**src/rtl/branch_redirect.sv**
```systemverilog
module branch_redirect #(
  parameter int AW = 32
) (
  input  logic          clk,
  input  logic          rst_n,
  input  logic [1:0]    policy,
  input  logic          stall,
  input  logic [1:0]    br_kind,
  input  logic [AW-1:0] src_a,
  input  logic [AW-1:0] src_b,
  input  logic [AW-1:0] offset,
  input  logic [AW-1:0] dec_pc,
  output logic [AW-1:0] fetch_pc,
  output logic [AW-1:0] next_pc,
  output logic          redirect,
  output logic          squash,
  output logic          dec_bubble,
  output logic          fetch_en
);
  localparam logic [AW-1:0] STEP = AW'(4);

  logic          is_br, cond;
  logic [AW-1:0] target;

  assign is_br    = (br_kind == 2'b01 || br_kind == 2'b10) && !dec_bubble;
  assign cond     = (br_kind == 2'b01) ? (src_a == src_b) : (src_a == '0);
  assign target   = dec_pc + STEP + (offset << 2);
  assign fetch_en = !stall;
  assign redirect = fetch_en && is_br && cond;
  assign next_pc  = stall ? fetch_pc : (redirect ? target : fetch_pc + STEP);

  always_comb begin
    case (policy)
      2'b01:   squash = 1'b0;
      2'b10:   squash = fetch_en && is_br && !cond;
      default: squash = redirect;
    endcase
  end

  always_ff @(posedge clk or negedge rst_n) begin
    if (!rst_n) begin
      fetch_pc   <= '0;
      dec_bubble <= 1'b0;
    end else if (fetch_en) begin
      fetch_pc   <= next_pc;
      dec_bubble <= squash;
    end
  end

  a_r9_stall_freeze: assert property (@(posedge clk) disable iff (!rst_n)
    (rst_n && stall) |=> ($stable(fetch_pc) && $stable(dec_bubble)));
  a_r9_stall_quiet: assert property (@(posedge clk) disable iff (!rst_n)
    stall |-> (!redirect && !squash));
  a_r2_step: assert property (@(posedge clk) disable iff (!rst_n)
    (rst_n && !stall && !redirect) |=> (fetch_pc == $past(fetch_pc) + STEP));
  a_r4_target: assert property (@(posedge clk) disable iff (!rst_n)
    (rst_n && redirect) |=> (fetch_pc == $past(dec_pc) + STEP + ($past(offset) << 2)));
  a_r6_delay_keeps: assert property (@(posedge clk) disable iff (!rst_n)
    (policy == 2'b01) |-> !squash);
  a_r8_bubble_follows: assert property (@(posedge clk) disable iff (!rst_n)
    (rst_n && squash) |=> dec_bubble);
  a_r8_bubble_inert: assert property (@(posedge clk) disable iff (!rst_n)
    dec_bubble |-> (!redirect && !squash));
endmodule

```
**config.mk**
```make
export PLATFORM = sky130hd
export DESIGN_NAME = branch_redirect
export DESIGN_NICKNAME = d
export VERILOG_FILES = /design/src/rtl/branch_redirect.sv
export SDC_FILE = /design/constraint.sdc
export NUM_CORES = 1
export LEC_CHECK = 0
export ABC_AREA = 1
export BUFFER_PORTS_ARGS = -buffer_cell sky130_fd_sc_hd__buf_4
export CORE_MARGIN = 10
export CORE_UTILIZATION = 55
export DETAILED_ROUTE_END_ITERATION = 10
export PLACE_DENSITY = 0.95
export SLEW_MARGIN = 10
export SYNTH_ARGS = -nofsm -noshare
export SYNTH_HDL_FRONTEND = slang
export SYNTH_SLANG_ARGS = --single-unit
```
**constraint.sdc**
```tcl
create_clock -name clk -period 3.7 [get_ports clk]
set_clock_uncertainty 0.05 [all_clocks]
set_input_delay 0.555 -clock clk [delete_from_list [all_inputs] [get_ports clk]]
set_output_delay 0.555 -clock clk [all_outputs]
set_load 0.1 [all_outputs]
```
# Yosys cells after proc, flatten, opt, wreduce, memory -nomap -nowiden

Cells that the tools add are included.

Equal/unequal tests: 5
Mux-type cells: 4
Reduce and logical (&&, ||, !) cells: 9
$add $sub $neg: 3

Operators with widths:

| cell                    | number |
|---|---|
| $add A32 B3 Y32 const B | 2 |
| $mux W32                | 2 |
| $add A32 B32 Y32        | 1 |
| $eq A32 B32 Y1          | 1 |
| $logic_not A32 Y1       | 1 |
| $eq A2 B1 Y1 const B    | 2 |
| $eq A2 B2 Y1 const B    | 2 |
| $logic_and A1 B1 Y1     | 4 |
| $logic_not A1 Y1        | 3 |
| $pmux W1 S2             | 1 |
| $logic_or A1 B1 Y1      | 1 |
| $mux W1                 | 1 |

Bits of input ports: 135
Output and inout bits: 68
Logic and storage cells: 23
Flip-flop bits (word level): 33

# Logic depth before layout (Yosys ltp)

Depth in word-level cells: 7
Depth in mapped cells: 17
Mapped depth without buffers: 17

# Worst setup path after synthesis

Ideal clock, no wire load.

Kind: register -> output
Start: register fetch_pc[2]
End: output port next_pc[24]
Path buffers: 0
Stages on the path, launching flop included: 13
Slack: 119 ps
Required time: 3,095 ps
Arrival time: 2,976 ps
Cells stage by stage: dfrtp_1 > ha_1 > nand2_2 > nor3_4 > nand2_2 > nor2_4 > nand2_4 > nor2_4 > xor2_1 > nand2_1 > nand2_1 > nand2_1 > nand2_1

Word-level cells in the longest chain between the ends: 3

RTL lines:

| item                   | line | text |
|---|---|---|
| from (decl)            | 13   | `output logic [AW-1:0] fetch_pc,` |
| from (signal assigned) | 45   | `fetch_pc <= next_pc;` |
| $add A32 B3 Y32        | 30   | `assign next_pc = stall ? fetch_pc : (redirect ? target : fetch_pc + STEP);` |
| $mux W32 (2 in a row)  | 30   |  |
| to (decl)              | 14   | `output logic [AW-1:0] next_pc,` |

No other way between the ends.

# Final worst setup path

Start: input port offset[9]
End: output port next_pc[28]

Word-level cells in the longest chain between the ends: 3

RTL lines:

| item                  | line | text |
|---|---|---|
| from (decl)           | 11   | `input logic [AW-1:0] offset,` |
| $add A32 B32 Y32      | 27   | `assign target = dec_pc + STEP + (offset << 2);` |
| $mux W32 (2 in a row) | 30   |  |

No other way between the ends.

==> impl_metrics.prom <==
# TYPE chip_impl_metric gauge
chip_impl_info{name="final_cell_mix",value="514 x sky130_fd_sc_hd__nand2_1, 197 x sky130_fd_sc_hd__buf_4, 183 x sky130_fd_sc_hd__inv_1, 85 x sky130_fd_sc_hd__nor2_1, 72 x sky130_fd_sc_hd__nand3_1"} 1
chip_impl_info{name="cts_tree",value="built"} 1
chip_impl_metric{name="first_global_vias",unit=""} 7184
chip_impl_metric{name="synthCells",unit=""} 1114
chip_impl_info{name="worst_setup_path_end_kind",value="output pin"} 1
chip_impl_metric{name="floorplan.rows",unit=""} 38
chip_impl_metric{name="grt_antenna_before_repair",unit=""} 0
chip_impl_metric{name="cts_buffers",unit=""} 5
chip_impl_metric{name="tns",unit="ns"} 0
chip_impl_info{name="worst-setup-path-type",value="input port to output pin"} 1
chip_impl_metric{name="period_share",unit="%"} 96.0
chip_impl_metric{name="timing.final.max_slew_violations",unit=""} 0
chip_impl_metric{name="maximum_number_of_pins_on_one_net_before_global_route_repair",unit=""} 34
chip_impl_metric{name="h-tree-depth",unit=""} 2
chip_impl_metric{name="clkSlewWorstSetupHoldPaths",unit="ns"} 0.07
chip_impl_metric{name="synthesis.nets",unit=""} 1310
chip_impl_metric{name="power_per_cell_area",unit="mW/mm^2"} 282
chip_impl_metric{name="number_of_maximum_capacitance_constraint_violations",unit=""} 0
chip_impl_metric{name="flop_to_flop_setup_slack",unit="ns"} 1.69
chip_impl_metric{name="clock-sinks",unit=""} 33
chip_impl_metric{name="setup_viol",unit=""} 0
chip_impl_metric{name="fp.dieArea",unit="mm^2"} 0.0158
chip_impl_metric{name="slew-limit-headroom",unit="%"} 60.5
chip_impl_metric{name="final_core_util",unit="%"} 72.7
chip_impl_metric{name="wl",unit="um"} 20200
chip_impl_metric{name="yosysSeqAreaShare",unit="%"} 13.4
chip_impl_metric{name="placement.io_buffers",unit=""} 200
chip_impl_metric{name="vias",unit=""} 7498
chip_impl_metric{name="areaGrowthSynthToFinish",unit="%"} 28.8
chip_impl_metric{name="power.ir.vdd_worst",unit="mV"} 0.419
chip_impl_metric{name="routed_via_density",unit=""} 5.17
chip_impl_metric{name="hpwl",unit="um"} 17500
chip_impl_metric{name="crit_arrival",unit="ns"} 2.95
chip_impl_metric{name="finalHoldViolations",unit=""} 0
chip_impl_metric{name="synthesized_area_fraction_occupied_by_ao_oa_aoi_and_oai_cells",unit="%"} 2.24
chip_impl_metric{name="postSynthAreaPerCell",unit="um^2"} 5.51
chip_impl_metric{name="nFillCells",unit=""} 995
chip_impl_info{name="timing.critical_path.from_type",value="input port"} 1
chip_impl_metric{name="required_time_of_the_critical_path",unit="ns"} 3.09
chip_impl_metric{name="floorplan.core_area",unit="mm^2"} 0.0109
chip_impl_metric{name="power.share.switching",unit="%"} 56.5
chip_impl_metric{name="power_leakage",unit="nW"} 5.09
chip_impl_metric{name="overflow",unit=""} 0
chip_impl_metric{name="insertedDiodeCount",unit=""} 0
chip_impl_metric{name="ys_warn_count",unit=""} 0
chip_impl_metric{name="multiInputGateArea",unit="mm^2"} 0.00453
chip_impl_info{name="most_common_library_cell_in_the_layout_ignoring_fill_and_taps",value="sky130_fd_sc_hd__nand2_1"} 1
chip_impl_info{name="run_status",value="finished clean"} 1
chip_impl_metric{name="seqCellArea",unit="um^2"} 826
chip_impl_metric{name="muxShareOfSynthArea",unit="%"} 0
chip_impl_metric{name="cts.path.max_buffers",unit=""} 2
chip_impl_metric{name="die-height",unit="um"} 126
chip_impl_metric{name="synth-xor-area-share",unit="%"} 8.13
chip_impl_metric{name="post_synthesis_simple_gate_area_fraction",unit="%"} 50.3
chip_impl_metric{name="comb_power_share",unit="%"} 68.9
chip_impl_metric{name="final_nets",unit=""} 1508
chip_impl_metric{name="achievable-frequency",unit="MHz"} 282
chip_impl_metric{name="grt_first_pass_wirelength",unit="um"} 33200
chip_impl_metric{name="pin_count",unit=""} 203
chip_impl_metric{name="worstSkewPairLatency",unit="ns"} 0.29
chip_impl_metric{name="effective_utilization_at_floorplan",unit="%"} 56.4
chip_impl_metric{name="cell_internal_pwr",unit="W"} 0.000969
chip_impl_metric{name="net-switching-power",unit="W"} 0.00126
chip_impl_metric{name="dieWidth",unit="um"} 126
chip_impl_metric{name="adder_cell_share_of_the_synthesized_area",unit="%"} 12.5
chip_impl_metric{name="syn-cell-area",unit="mm^2"} 0.00614
chip_impl_metric{name="worst-slew-pin-transition",unit="ns"} 0.591
chip_impl_metric{name="critical_path.max_fanout",unit=""} 4
chip_impl_metric{name="place.detailed.instances",unit=""} 1445
chip_impl_info{name="cts_root_buf",value="sky130_fd_sc_hd__clkbuf_8"} 1
chip_impl_info{name="worstReg2RegEnd",value="fetch_pc[26]$_DFFE_PN0N_"} 1
chip_impl_metric{name="worstRegToRegCells",unit=""} 11
chip_impl_metric{name="grt_util_all_layers",unit="%"} 24.3
chip_impl_metric{name="final_cells",unit=""} 1451
chip_impl_metric{name="yosysUniqueCellTypes",unit=""} 38
chip_impl_metric{name="detail_route.wl_per_cell",unit="um"} 13.9
chip_impl_info{name="timing.rr.start",value="fetch_pc[2]$_DFFE_PN0N_"} 1
chip_impl_metric{name="drtPass1Iterations",unit=""} 5
chip_impl_metric{name="dr.first_iter.drc_count",unit=""} 615
chip_impl_metric{name="min_tclk_post_route",unit="ns"} 3.55
chip_impl_info{name="hp-class",value="input port to asynchronous set/reset pin"} 1
chip_impl_info{name="synth_top_family_by_area",value="simple AND/OR/NAND/NOR gates"} 1
chip_impl_metric{name="gpl.final_weighted_congestion",unit=""} 0.959
chip_impl_metric{name="route.detailed.drc",unit=""} 0
chip_impl_metric{name="total_power",unit="W"} 0.00223
chip_impl_metric{name="final_layout_size_suffix_gt1_share",unit="%"} 18.3
chip_impl_metric{name="clkPwrFrac",unit="%"} 11.3
chip_impl_metric{name="synth.ff_latch_count",unit=""} 33
chip_impl_metric{name="ant_nets",unit=""} 0
chip_impl_metric{name="pwr-share-seq",unit="%"} 19.9
## how the worst max path moves through the flow
stage / endpoint / startpoint / slack (ns)
2_1_floorplan: next_pc[24] / fetch_pc[2]$_DFFE_PN0N_ / 0.12
3_3_place_gp: next_pc[31] / offset[1] / 0.09
3_5_place_dp: next_pc[31] / offset[1] / 0.04
4_1_cts: next_pc[31] / offset[1] / 0.04
5_1_grt: next_pc[25] / offset[1] / -0.005
6_report: next_pc[28] / offset[9] / 0.15
## Yosys cell counts, drive strengths merged
library cell	number	area, um^2
nand3	75	380
a21oi	15	75.1
fa	1	20.0
inv	186	698
xor2	25	219
nand2	521	1990
a21o	2	15.0
o21bai	3	22.5
nor3	9	61.3
buf	9	80.1
o221ai	1	8.76
and2	4	25.0
nand4	21	131
nor4	2	27.5
nand3b	8	60.1
o21ai	2	10.0
xnor2	32	280
dfrtp	33	826
clkbuf	7	40.0
nor2	96	409
o22ai	1	6.26
ha	60	751
nor3b	1	7.51
## state kept, by name (all words and copies together), names as in the netlist
name and count:
fetch_pc 32, dec_bubble 1
## worst max-delay path, stage by stage
cell,delay (ns)
sky130_fd_sc_hd__buf_4,0.11
sky130_fd_sc_hd__ha_1,0.28
sky130_fd_sc_hd__ha_1,0.37
sky130_fd_sc_hd__nand2_1,0.12
sky130_fd_sc_hd__nor2_1,0.21
sky130_fd_sc_hd__nand3_1,0.11
sky130_fd_sc_hd__nand3b_1,0.21
sky130_fd_sc_hd__nand2_1,0.11
sky130_fd_sc_hd__nand2_1,0.08
sky130_fd_sc_hd__nand2_1,0.04
sky130_fd_sc_hd__nand2_1,0.08
sky130_fd_sc_hd__nand3_1,0.12
sky130_fd_sc_hd__nand2_1,0.10
sky130_fd_sc_hd__nand2_1,0.07
sky130_fd_sc_hd__nand2_1,0.07
sky130_fd_sc_hd__buf_4,0.29
## per-layer routing
layer  vias up  routed length, um  share of wire [%]  global-route usage [%]
met3        55               1650                8.1                    4.61
li1       3799                  -                  -                       -
met1      3330               8070                 40                    28.7
met2       314               9730                 48                    42.5
met4         0                788                3.9                    9.49
met5         -                  0                  0                       0
## cell families after synthesis
| logic type | Yosys count |
|---|---|
| buffers and inverters | 202 |
| xor gates and xnor gates | 57 |
| and+or+nand+nor | 737 |
| AOI/OAI and AO/OA | 24 |
| DFF | 33 |
| adders and majority gates | 61 |
## final cells by class
class,instances,area share [%]
clock inverters,1,0.0633
multi-input cells,879,57.2
flip-flops and latches,33,10.4
repair buffers,207,20.4
clock buffers,5,0.870
well taps,140,2.21
inverters,186,8.82
## power groups by stage
stage / registers [W] / logic, W / clock network, W
floorplan: 0.000700 / 0.000854 / 0
global placement: 0.000448 / 0.00149 / 0
detailed placement: 0.000448 / 0.00152 / 0
CTS: 0.000442 / 0.00153 / 0.000253
global route: 0.000448 / 0.00166 / 0.000264
finish: 0.000443 / 0.00154 / 0.000251
## per-stage QoR
stage               hold slack, ns  setup slack, ns  area, um^2
finish                       0.158            0.149        7910
global placement             0.441           0.0885        7770
detailed placement           0.448           0.0390        7770
floorplan                    0.209            0.119        6140
CTS                          0.169           0.0372        7840
global route                 0.186         -0.00522        7910
## what timing repair did
action,in CTS,in global routing
hold buffers,0,0
resized for setup,0,19
setup buffers,0,0
endpoints found under the setup margin,0,12
No activity file was read; power rests on OpenSTA's default activity.
